<file path="src/rtl/pwm_pkg.sv">
package pwm_pkg;
   localparam int DATA_W     = 32;
   localparam int MAX_CH     = 16;
   localparam int PS_W       = 8;
   localparam int PS_LO_LSB  = 0;
   localparam int PS_HI_LSB  = 11;
   localparam int RUN_BIT    = 9;
   localparam int CTRL_OFS   = 'h50;
   localparam int IRQ_OFS    = 'h54;
   localparam logic [DATA_W-1:0] CTRL_MASK =
      (32'hF << PS_LO_LSB) | (32'hF << PS_HI_LSB) | (32'h1 << RUN_BIT);
endpackage

</file>
<file path="src/rtl/pwm_regs.sv">
module pwm_regs
   import pwm_pkg::*;
#(
   parameter int NUM_CH = 1,
   parameter int CNT_W  = 8,
   parameter int ADDR_W = 8
) (
   input  logic                    clk,
   input  logic                    rst_n,
   input  logic [ADDR_W-1:0]       bus_addr,
   input  logic                    bus_we,
   input  logic [DATA_W-1:0]       bus_wdata,
   output logic [DATA_W-1:0]       bus_rdata,
   output logic                    run_q,
   output logic [PS_W-1:0]         ps_nxt,
   output logic [NUM_CH*CNT_W-1:0] duty_nxt
);
   logic [DATA_W-1:0] ctrl_q, ctrl_d;
   logic              irq_q;
   logic [CNT_W-1:0]  duty_q [NUM_CH];

   wire hit_ctrl = bus_we && (bus_addr == ADDR_W'(CTRL_OFS));
   wire hit_irq  = bus_we && (bus_addr == ADDR_W'(IRQ_OFS));

   assign ctrl_d = hit_ctrl ? (bus_wdata & CTRL_MASK) : ctrl_q;
   assign ps_nxt = {ctrl_d[PS_HI_LSB+3:PS_HI_LSB], ctrl_d[PS_LO_LSB+3:PS_LO_LSB]};
   assign run_q  = ctrl_q[RUN_BIT];

   always_ff @(posedge clk or negedge rst_n) begin
      if (!rst_n) begin
         ctrl_q <= '0;
         irq_q  <= 1'b0;
      end else begin
         ctrl_q <= ctrl_d;
         if (hit_irq) irq_q <= bus_wdata[0];
      end
   end

   for (genvar g = 0; g < NUM_CH; g++) begin : g_duty
      wire hit_duty = bus_we && (bus_addr == ADDR_W'(4 * g));
      wire [CNT_W-1:0] d_val = hit_duty ? bus_wdata[CNT_W-1:0] : duty_q[g];
      assign duty_nxt[g*CNT_W +: CNT_W] = d_val;
      always_ff @(posedge clk or negedge rst_n) begin
         if (!rst_n) duty_q[g] <= '0;
         else        duty_q[g] <= d_val;
      end
   end

   always_comb begin
      bus_rdata = '0;
      if (bus_addr == ADDR_W'(CTRL_OFS)) bus_rdata = ctrl_q;
      if (bus_addr == ADDR_W'(IRQ_OFS))  bus_rdata = {{(DATA_W-1){1'b0}}, irq_q};
      for (int i = 0; i < NUM_CH; i++)
         if (bus_addr == ADDR_W'(4 * i)) bus_rdata = DATA_W'(duty_q[i]);
   end
endmodule

</file>
<file path="src/rtl/pwm_timebase.sv">
module pwm_timebase
   import pwm_pkg::*;
#(
   parameter int CNT_W = 8
) (
   input  logic             clk,
   input  logic             rst_n,
   input  logic             run_q,
   input  logic [PS_W-1:0]  ps_nxt,
   output logic [CNT_W-1:0] cnt_q,
   output logic             tick,
   output logic             wrap,
   output logic             load
);
   logic [PS_W-1:0] ps_cnt_q, ps_act_q;

   assign tick = run_q && (ps_cnt_q == ps_act_q);
   assign wrap = tick && (cnt_q == {CNT_W{1'b1}});
   assign load = !run_q || wrap;

   always_ff @(posedge clk or negedge rst_n) begin
      if (!rst_n) begin
         ps_cnt_q <= '0;
         ps_act_q <= '0;
         cnt_q    <= '0;
      end else begin
         if (load) ps_act_q <= ps_nxt;
         if (!run_q) begin
            ps_cnt_q <= '0;
            cnt_q    <= '0;
         end else if (tick) begin
            ps_cnt_q <= '0;
            cnt_q    <= cnt_q + 1'b1;
         end else begin
            ps_cnt_q <= ps_cnt_q + 1'b1;
         end
      end
   end
endmodule

</file>
<file path="src/rtl/pwm_chan.sv">
module pwm_chan #(
   parameter int CNT_W = 8
) (
   input  logic             clk,
   input  logic             rst_n,
   input  logic             run_q,
   input  logic             load,
   input  logic [CNT_W-1:0] duty_nxt,
   input  logic [CNT_W-1:0] cnt_q,
   output logic [CNT_W-1:0] duty_act,
   output logic             pwm
);
   always_ff @(posedge clk or negedge rst_n) begin
      if (!rst_n)    duty_act <= '0;
      else if (load) duty_act <= duty_nxt;
   end

   assign pwm = run_q && (cnt_q <= duty_act);
endmodule

</file>
<file path="src/rtl/pwm_bank.sv">
module pwm_bank
   import pwm_pkg::*;
#(
   parameter int NUM_CH = 1,
   parameter int CNT_W  = 8,
   parameter int ADDR_W = 8
) (
   input  logic              clk,
   input  logic              rst_n,
   input  logic [ADDR_W-1:0] bus_addr,
   input  logic              bus_we,
   input  logic [31:0]       bus_wdata,
   output logic [31:0]       bus_rdata,
   output logic [NUM_CH-1:0] pwm_out
);
   if (NUM_CH < 1 || NUM_CH > MAX_CH) begin : g_bad_ch
      $error("pwm_bank: NUM_CH out of range");
   end
   if (CNT_W != 8) begin : g_bad_cnt
      $error("pwm_bank: CNT_W must be 8");
   end
   if (ADDR_W < 7) begin : g_bad_addr
      $error("pwm_bank: ADDR_W too small for register map");
   end

   logic                    run_q, tick, wrap, load;
   logic [PS_W-1:0]         ps_nxt;
   logic [CNT_W-1:0]        cnt_q;
   logic [NUM_CH*CNT_W-1:0] duty_nxt, duty_act_flat;

   pwm_regs #(.NUM_CH(NUM_CH), .CNT_W(CNT_W), .ADDR_W(ADDR_W)) u_regs (
      .clk(clk), .rst_n(rst_n), .bus_addr(bus_addr), .bus_we(bus_we),
      .bus_wdata(bus_wdata), .bus_rdata(bus_rdata), .run_q(run_q),
      .ps_nxt(ps_nxt), .duty_nxt(duty_nxt)
   );

   pwm_timebase #(.CNT_W(CNT_W)) u_tb (
      .clk(clk), .rst_n(rst_n), .run_q(run_q), .ps_nxt(ps_nxt),
      .cnt_q(cnt_q), .tick(tick), .wrap(wrap), .load(load)
   );

   for (genvar g = 0; g < NUM_CH; g++) begin : g_ch
      pwm_chan #(.CNT_W(CNT_W)) u_chan (
         .clk(clk), .rst_n(rst_n), .run_q(run_q), .load(load),
         .duty_nxt(duty_nxt[g*CNT_W +: CNT_W]), .cnt_q(cnt_q),
         .duty_act(duty_act_flat[g*CNT_W +: CNT_W]), .pwm(pwm_out[g])
      );
   end
endmodule

</file>
<file path="config.mk">
export PLATFORM = sky130hd
export DESIGN_NAME = pwm_bank
export DESIGN_NICKNAME = d
export VERILOG_FILES = /design/src/rtl/pwm_pkg.sv /design/src/rtl/pwm_regs.sv /design/src/rtl/pwm_timebase.sv /design/src/rtl/pwm_chan.sv /design/src/rtl/pwm_bank.sv
export SDC_FILE = /design/constraint.sdc
export NUM_CORES = 1
export LEC_CHECK = 0
export ABC_AREA = 0
export BUFFER_PORTS_ARGS = -buffer_cell sky130_fd_sc_hd__buf_2
export CAP_MARGIN = 20
export CORE_MARGIN = 2
export CORE_UTILIZATION = 45
export DETAILED_ROUTE_END_ITERATION = 10
export PLACE_DENSITY_LB_ADDON = 0.15
export SLEW_MARGIN = 20
export SYNTH_ARGS = -nofsm -noshare
export SYNTH_HDL_FRONTEND = slang
export SYNTH_SLANG_ARGS = --single-unit
</file>
<file path="constraint.sdc">
create_clock -name clk -period 2.95 [get_ports clk]
set_input_delay 0.295 -clock clk [delete_from_list [all_inputs] [get_ports clk]]
set_output_delay 0.295 -clock clk [all_outputs]
set_load 0.005 [all_outputs]
</file>
After elaboration in Yosys (flattened, before gate mapping)

Index checks and enable logic that the tools add are counted.

Bits in registers: 50
Input bits: 43
Output and inout port bits: 33
Logic and storage cells: 34

Add/subtract/negate cells: 2
$lt $le $gt $ge: 1
Equality and inequality tests: 5
Muxes and demuxes: 9
Reduce and logical (&&, ||, !) cells: 9

Operators with widths:

| kind                  | count |
|---|---|
| $mux W32              | 2 |
| $mux W8               | 5 |
| $mux W15              | 2 |
| $add A8 B1 Y8 const B | 2 |
| $eq A8 B7 Y1 const B  | 2 |
| $eq A8 B8 Y1          | 1 |
| $eq A8 B8 Y1 const B  | 1 |
| $le A8 B8 Y1          | 1 |
| $logic_not A8 Y1      | 1 |
| $logic_and A1 B1 Y1   | 6 |
| $ne A2 B1 Y1 const B  | 1 |
| $logic_not A1 Y1      | 1 |
| $logic_or A1 B1 Y1    | 1 |

Logic depth before layout (Yosys ltp)

Gate-level depths: netlist of the first run.

Depth after elaboration: 4
Depth in mapped cells: 7

Cells and area by module

Synthesis of the first run repeated with hierarchy kept, for this count alone.

Cells, all modules: 249
Area total of the unflattened synthesis: 2747.6 um^2

By module, submodules not included:

| module       | instances | cells an instance | area each (um^2) | seq. area each (um^2) |
|---|---|---|---|---|
| pwm_timebase | 1         | 111               | 1239.9           | 600.6 |
| pwm_regs     | 1         | 85                | 1024.7           | 450.4 |
| pwm_chan     | 1         | 53                | 483.0            | 200.2 |

Worst setup path before layout of the first run

OpenSTA, ideal clock, no wires.

Path type: register -> register
From: reg u_tb.ps_cnt_q[3]
To: reg g_ch[0].u_chan.duty_act[0]
Setup time: 0.125 ns
Arrival time: 2.031 ns
Required time: 2.825 ns
Setup slack: 0.794 ns
Cell stages (with the launch flop): 7
Cell sequence: dfrtp_1 -> xor2_1 -> nor4_2 -> nand4_2 -> o31ai_4 -> buf_6 -> mux2_2

Word-level cells in the longest chain between the ends: 4

Ends and longest elaborated chain:

| item                   | RTL line           | text |
|---|---|---|
| start, declared        | pwm_timebase.sv:15 | `logic [PS_W-1:0] ps_cnt_q, ps_act_q;` |
| start signal, assigned | pwm_timebase.sv:35 | `ps_cnt_q <= ps_cnt_q + 1'b1;` |
| $eq A8 B8 Y1           | pwm_timebase.sv:17 | `assign tick = run_q && (ps_cnt_q == ps_act_q);` |
| $logic_and A1 B1 Y1    | pwm_timebase.sv:17 |  |
| $logic_and A1 B1 Y1    | pwm_timebase.sv:18 | `assign wrap = tick && (cnt_q == {CNT_W{1'b1}});` |
| $logic_or A1 B1 Y1     | pwm_timebase.sv:19 | `assign load = !run_q \|\| wrap;` |
| end signal, assigned   | pwm_chan.sv:15     | `else if (load) duty_act <= duty_nxt;` |
| end, declared          | pwm_chan.sv:10     | `output logic [CNT_W-1:0] duty_act,` |

No other way between the ends.
A chain may end at the register's enable or synchronous reset.

Worst setup path in the final report of the first run

From: reg u_tb.ps_cnt_q[5]
To: reg u_tb.ps_act_q[7]

Word-level cells in the longest chain between the ends: 4

Ends and longest elaborated chain:

| item                 | RTL line           | text |
|---|---|---|
| $eq A8 B8 Y1         | pwm_timebase.sv:17 |  |
| $logic_and A1 B1 Y1  | pwm_timebase.sv:17 |  |
| $logic_and A1 B1 Y1  | pwm_timebase.sv:18 |  |
| $logic_or A1 B1 Y1   | pwm_timebase.sv:19 |  |
| end signal, assigned | pwm_timebase.sv:27 | `if (load) ps_act_q <= ps_nxt;` |
| end, declared        | pwm_timebase.sv:15 |  |

No other way between the ends.

==> results of run 1 <==
synth_stat cells (3+ instances only):
library cell,number,area [µm²]
dfrtp_1,50,1250
mux2_2,29,327
buf_4,19,143
nor2_1,14,52.6
xor2_1,12,105
inv_1,11,41.3
and3_1,10,62.6
ha_1,10,125
nand3_1,9,45.0
a21oi_1,7,35.0
nand2_1,6,22.5
mux2_1,5,56.3
and2_1,4,25.0
o21ai_0,4,20.0
xnor2_1,4,35.0
a22o_1,3,26.3
nand4_1,3,18.8
or3_1,3,18.8
flip-flops by register name, indices dropped and copies added, names as in the netlist:
signal and cells:
u_tb.ps_cnt_q 8, u_regs.irq_q 1, g_ch.u_chan.duty_act 8, u_regs.duty_q 8, u_regs.ctrl_q 9, u_tb.cnt_q 8, u_tb.ps_act_q 8
through the flow:
| step | instance area (µm²) | total power, mW |
|---|---|---|
| floorplan | 2700 | 0.839 |
| global placement | 2840 | 0.874 |
| detailed placement | 2840 | 0.877 |
| CTS | 2950 | 1.36 |
| global route | 2950 | 1.40 |
| finish | 2950 | 1.34 |
report_power, final:
| group | internal, mW | total, mW | switching, mW |
|---|---|---|---|
| sequential | 0.709 | 0.724 | 0.0157 |
| clock | 0.253 | 0.476 | 0.223 |
| combinational | 0.0568 | 0.137 | 0.0802 |
path summary, 6_finish.rpt:
path | endpoint | slack [ns] | depth (start not counted)
min in group clk | u_regs.ctrl_q[9] | 0.23 | 2
hold reg to reg | g_ch[0].u_chan.duty_act[4] | 0.50 | 1
setup / recovery | u_tb.ps_act_q[7] | 0.63 | 6
max in group asynchronous | u_regs.duty_q[2] | 2.18 | 2
hold / removal | u_regs.ctrl_q[12] | 0.06 | 1
setup reg to reg | u_tb.ps_act_q[7] | 0.63 | 6
routing by layer:
metal  global-route usage (%)  vias to the layer above
li1                         -                      856
met1                     21.8                      833
met2                     27.0                       42
met3                     3.71                        6
met4                     4.58                        0
met5                        0                        -
cells by family after synthesis:
logic type,after synthesis,share of synthesized area [%]
other,1,0.142
AOI/OAI and AO/OA,22,6.12
adders and majority gates,10,4.75
muxes,35,14.9
and+or+nand+nor,62,13.8
DFF,50,47.5
xor gates and xnor gates,16,5.32
buffers and inverters,32,7.55
cell type report:
type | instances | area (µm²) | share of cell area [%]
multi-input combinational | 164 | 1250 | 42.4
sequential | 50 | 1250 | 42.4
timing repair buffer | 40 | 208 | 7.03
tap | 72 | 90.1 | 3.05
clock buffer | 6 | 72.6 | 2.46
inverter | 11 | 41.3 | 1.40
clock inverter | 2 | 37.5 | 1.27
==> impl_metrics.ini, run 1 <==
[cts]
cts_tree = done
cts_resized = 0
numCtsBuffers = 5
cts_hold_buf = 0
cts_sinks = 50
cts.clk_slew.worst_paths_ns = 0.09
cts_setup_buffers = 0
htree_levels = 2
cts_root_buffer = clkbuf_8
clk-insertion-delay-late_ns = 0.30
clk_path_buf_depth = 2

[power]
powerDensity_nw_per_um2 = 453
p_leak_nw = 1.54
vdd_drop_max_v = 0.000253

[run_status]
status = completed

[finish]
instances_no_fill = 345
final_common_cell = dfrtp_1
n_antenna_cell = 0
layout_common_cells = 50 x dfrtp_1, 37 x buf_2, 29 x mux2_2
syn2layout_area_growth_pct = 12.1
fin_nets = 325
drive_gt1_share_pct = 30.0
fin_util_pct = 53.0
fillCellCount = 507

[synth]
avgSynthCellArea_um2 = 11.6
async_reset_ff_share_pct = 100
synth_edf_count = 0
ys_ff_latch = 50
syn_area_um2 = 2640
synth.distinct_cells = 38
synthCells = 228
yosysWarnings = 0
seq_area_frac_synth_pct = 47.5
synth_flop_cell = dfrtp_1

[detailed_routing]
routed.top_layer = met4
ant_nets = 0
viasPerCell = 5.03
drt-initial-drc-count = 72
met3_length_um = 220
wl_met1_um = 2290
vias = 1737
drt-total-wl_um = 4810
first_pass_iters = 4
avgRoutedWirePerCell_um = 13.9
route.met2.wl_um = 2230
drcViolationCount = 0

[global_route]
grt-ovfl-total = 0
grt_pass1_wl_um = 8110
first_global_vias = 1752
grt_max_degree = 35
grt_usage_pct = 16.4
antenna_found_initial = 0

[setup_path]
worst_setup_path_end_kind = flop
path_class = reg2reg
required_ns = 3.13
critPathMaxStageDelay_ns = 0.45
cp_top_family = simple AND/OR/NAND/NOR gates
crit_path_cell_trace = xor2_1 > nor4_2 > nand4_2 > o31ai_4 > buf_4 > mux2_2
arrival_ns = 2.50
cp-start-kind = flop
crit_buf_inv = 1
cp_max_fo = 16
startpoint = u_tb.ps_cnt_q[5]
cp_slowest_cell = nor4_2
reg2reg_from = u_tb.ps_cnt_q[5]

[die]
start_util_pct = 47.3
core-area_um2 = 5570
die_x_um = 80.5
dieArea_um2 = 6490
placement_rows = 27
die_y_um = 80.5
ioPinCount = 76

[min_path]
min-delay-path-class = in2async

[placement]
place_congestion = 0.691
place_ws_ns = 0.567
place_inst = 337
io_buffer_count = 37
hpwl_um = 3570

[sta]
hold_viol = 0
slew_violations = 0
rsz0062_at_grt = no
fin_skew_ns = 0.00855
max_freq_mhz = 431
period_share_pct = 78.7
max-slew-margin-rel_pct = 49.9
finalSetupTns_ns = 0
setup_viol = 0
fin_crit_ns = 2.32
worst_hold_slack_ns = 0.0558
worstMarginPinSlew_ns = 0.751
timing.final.ws_setup_ns = 0.628

[flow_run]
max-cap-violations = 0
No activity file was read; power rests on OpenSTA's default activity.
==> inputs of run 2 (changes only) <==
Clock period 2.95 ns to 2.3 ns, I/O delays scaled along.
==> run 2 against run 1 <==
Effect of this change: clock skew increased by 0.0049 ns; first-iteration DRC count shrank 9.7%; cell area up 2.0%; sequential share of layout area is 0.83 points lower; sequential power up 28%; clock power up 11%; largest cell class unchanged.
==> impl_metrics.ini, run 2 (synthesized netlist as in run 1, its figures left out) <==
[die]
ioPinCount = 76
die_x_um = 80.5
dieArea_um2 = 6490
start_util_pct = 47.3
placement_rows = 27
die_y_um = 80.5
core-area_um2 = 5570

[finish]
final_cell_area_um2 = 3010
layout_common_cells = 50 x dfrtp_1, 37 x buf_2, 29 x mux2_2
n_antenna_cell = 0
largest_reg_flops = 9
syn2layout_area_growth_pct = 14.3
top_register = u_regs.ctrl_q
drive_gt1_share_pct = 31.8
final_common_cell = dfrtp_1
fin_nets = 332

[global_route]
grt_usage_pct = 16.6
grt_max_degree = 21
grt-ovfl-total = 0
grt_pass1_wl_um = 8210
first_global_vias = 1786
antenna_found_initial = 0

[detailed_routing]
first_pass_iters = 4
ant_nets = 0
drt-total-wl_um = 4720
drt-initial-drc-count = 65
viasPerCell = 5.07
drcViolationCount = 0
avgRoutedWirePerCell_um = 13.4
vias = 1783

[cts]
htree_levels = 2
cts_setup_buffers = 0
cts.clk_slew.worst_paths_ns = 0.10
cts_tree = done
cts_root_buffer = clkbuf_8
cts_sinks = 50
numCtsBuffers = 5
clk_path_buf_depth = 2
clk-insertion-delay-late_ns = 0.31

[sta]
fin_skew_ns = 0.0135
setup_viol = 0
fin_crit_ns = 2.14
slew_violations = 0
period_share_pct = 93.2
hold_viol = 0
finalSetupTns_ns = 0
rsz0062_at_grt = no
max_freq_mhz = 466

[setup_path]
crit_path_cell_trace = ha_1 > a21o_1 > a21oi_1 > nor2b_1 > o22ai_1 > o311a_1 > buf_2
path_class = reg2out
arrival_ns = 1.91
cp-start-kind = flop
crit_buf_inv = 1
cp_slowest_cell = dfrtp_1
critPathMaxStageDelay_ns = 0.44
cp_max_fo = 5
cp_top_family = compound AO/OA/AOI/OAI gates
required_ns = 2.07
worst_setup_path_end_kind = output port

[min_path]
min-delay-path-class = in2reg

[placement]
io_buffer_count = 37
hpwl_um = 3630
post_dp_cell_area_um2 = 2900
place_congestion = 0.713

[power]
vdd_drop_max_v = 0.000260
powerDensity_nw_per_um2 = 547
p_leak_nw = 1.57

[run_status]
status = completed

[flow_run]
max-cap-violations = 0
==> run 2: routing by layer <==
metal  share of wire, %  vias up  track usage [%]
met5                  0        -                0
met4               0.66        0             5.25
met1                 48      870             22.0
met2                 47       39             27.0
li1                   -      872                -
met3                4.1        2             3.71
==> run 2: report_power, final <==
| part | internal, mW | switching (mW) |
|---|---|---|
| sequential | 0.909 | 0.0201 |
| clock | 0.218 | 0.311 |
| combinational | 0.0840 | 0.105 |
| total | 1.21 | 0.436 |
==> run 2: final timing paths <==
check | from | endpoint | slack (ns) | depth (start not counted)
max reg2reg | u_tb.ps_cnt_q[5] | u_tb.ps_act_q[7] | 0.20 | 6
min reg2reg | g_ch[0].u_chan.duty_act[6] | g_ch[0].u_chan.duty_act[6] | 0.50 | 1
max | u_tb.cnt_q[5] | pwm_out | 0.16 | 7
min | bus_wdata[9] | u_regs.ctrl_q[9] | 0.16 | 2
max in group asynchronous | rst_n | u_tb.ps_cnt_q[4] | 1.33 | 3
min in group asynchronous | rst_n | u_tb.cnt_q[0] | 0.37 | 2
==> run 2: timing repair <==
| action | CTS | global route |
|---|---|---|
| hold endpoints to repair | 15 | 0 |
| hold buffers | 1 | 0 |
| resized for setup | 0 | 1 |
| endpoints found under the setup margin | 0 | 10 |
==> run 2: per-stage QoR <==
stage	instances	setup WS, ns	hold WS, ns	util, %	total power [mW]
final	352	0.156	0.155	54.1	1.65
after global routing	352	0.0176	0.154	54.1	1.74
after CTS	352	0.0653	0.148	53.9	1.68
after detailed placement	343	0.0823	0.174	52.1	1.13
after global placement	343	0.112	0.173	52.1	1.13
after floorplan	246	0.144	-0.0656	-	1.08
==> run 2: final cells by class <==
cell class	instances	area [µm²]
Fill cell	495	2560
Multi-Input combinational cell	164	1260
Sequential cell	50	1250
Timing Repair Buffer	47	275
Tap cell	72	90.1
Clock buffer	5	68.8
Inverter	11	41.3
Clock inverter	3	23.8
==> run 2: worst reg2reg max path: stages, from the launching register on <==
cell	delay, ns
dfrtp_1	0.43
xor2_1	0.20
nor4_4	0.36
nand4_2	0.19
o31ai_4	0.29
buf_12	0.19
mux2_2	0.34
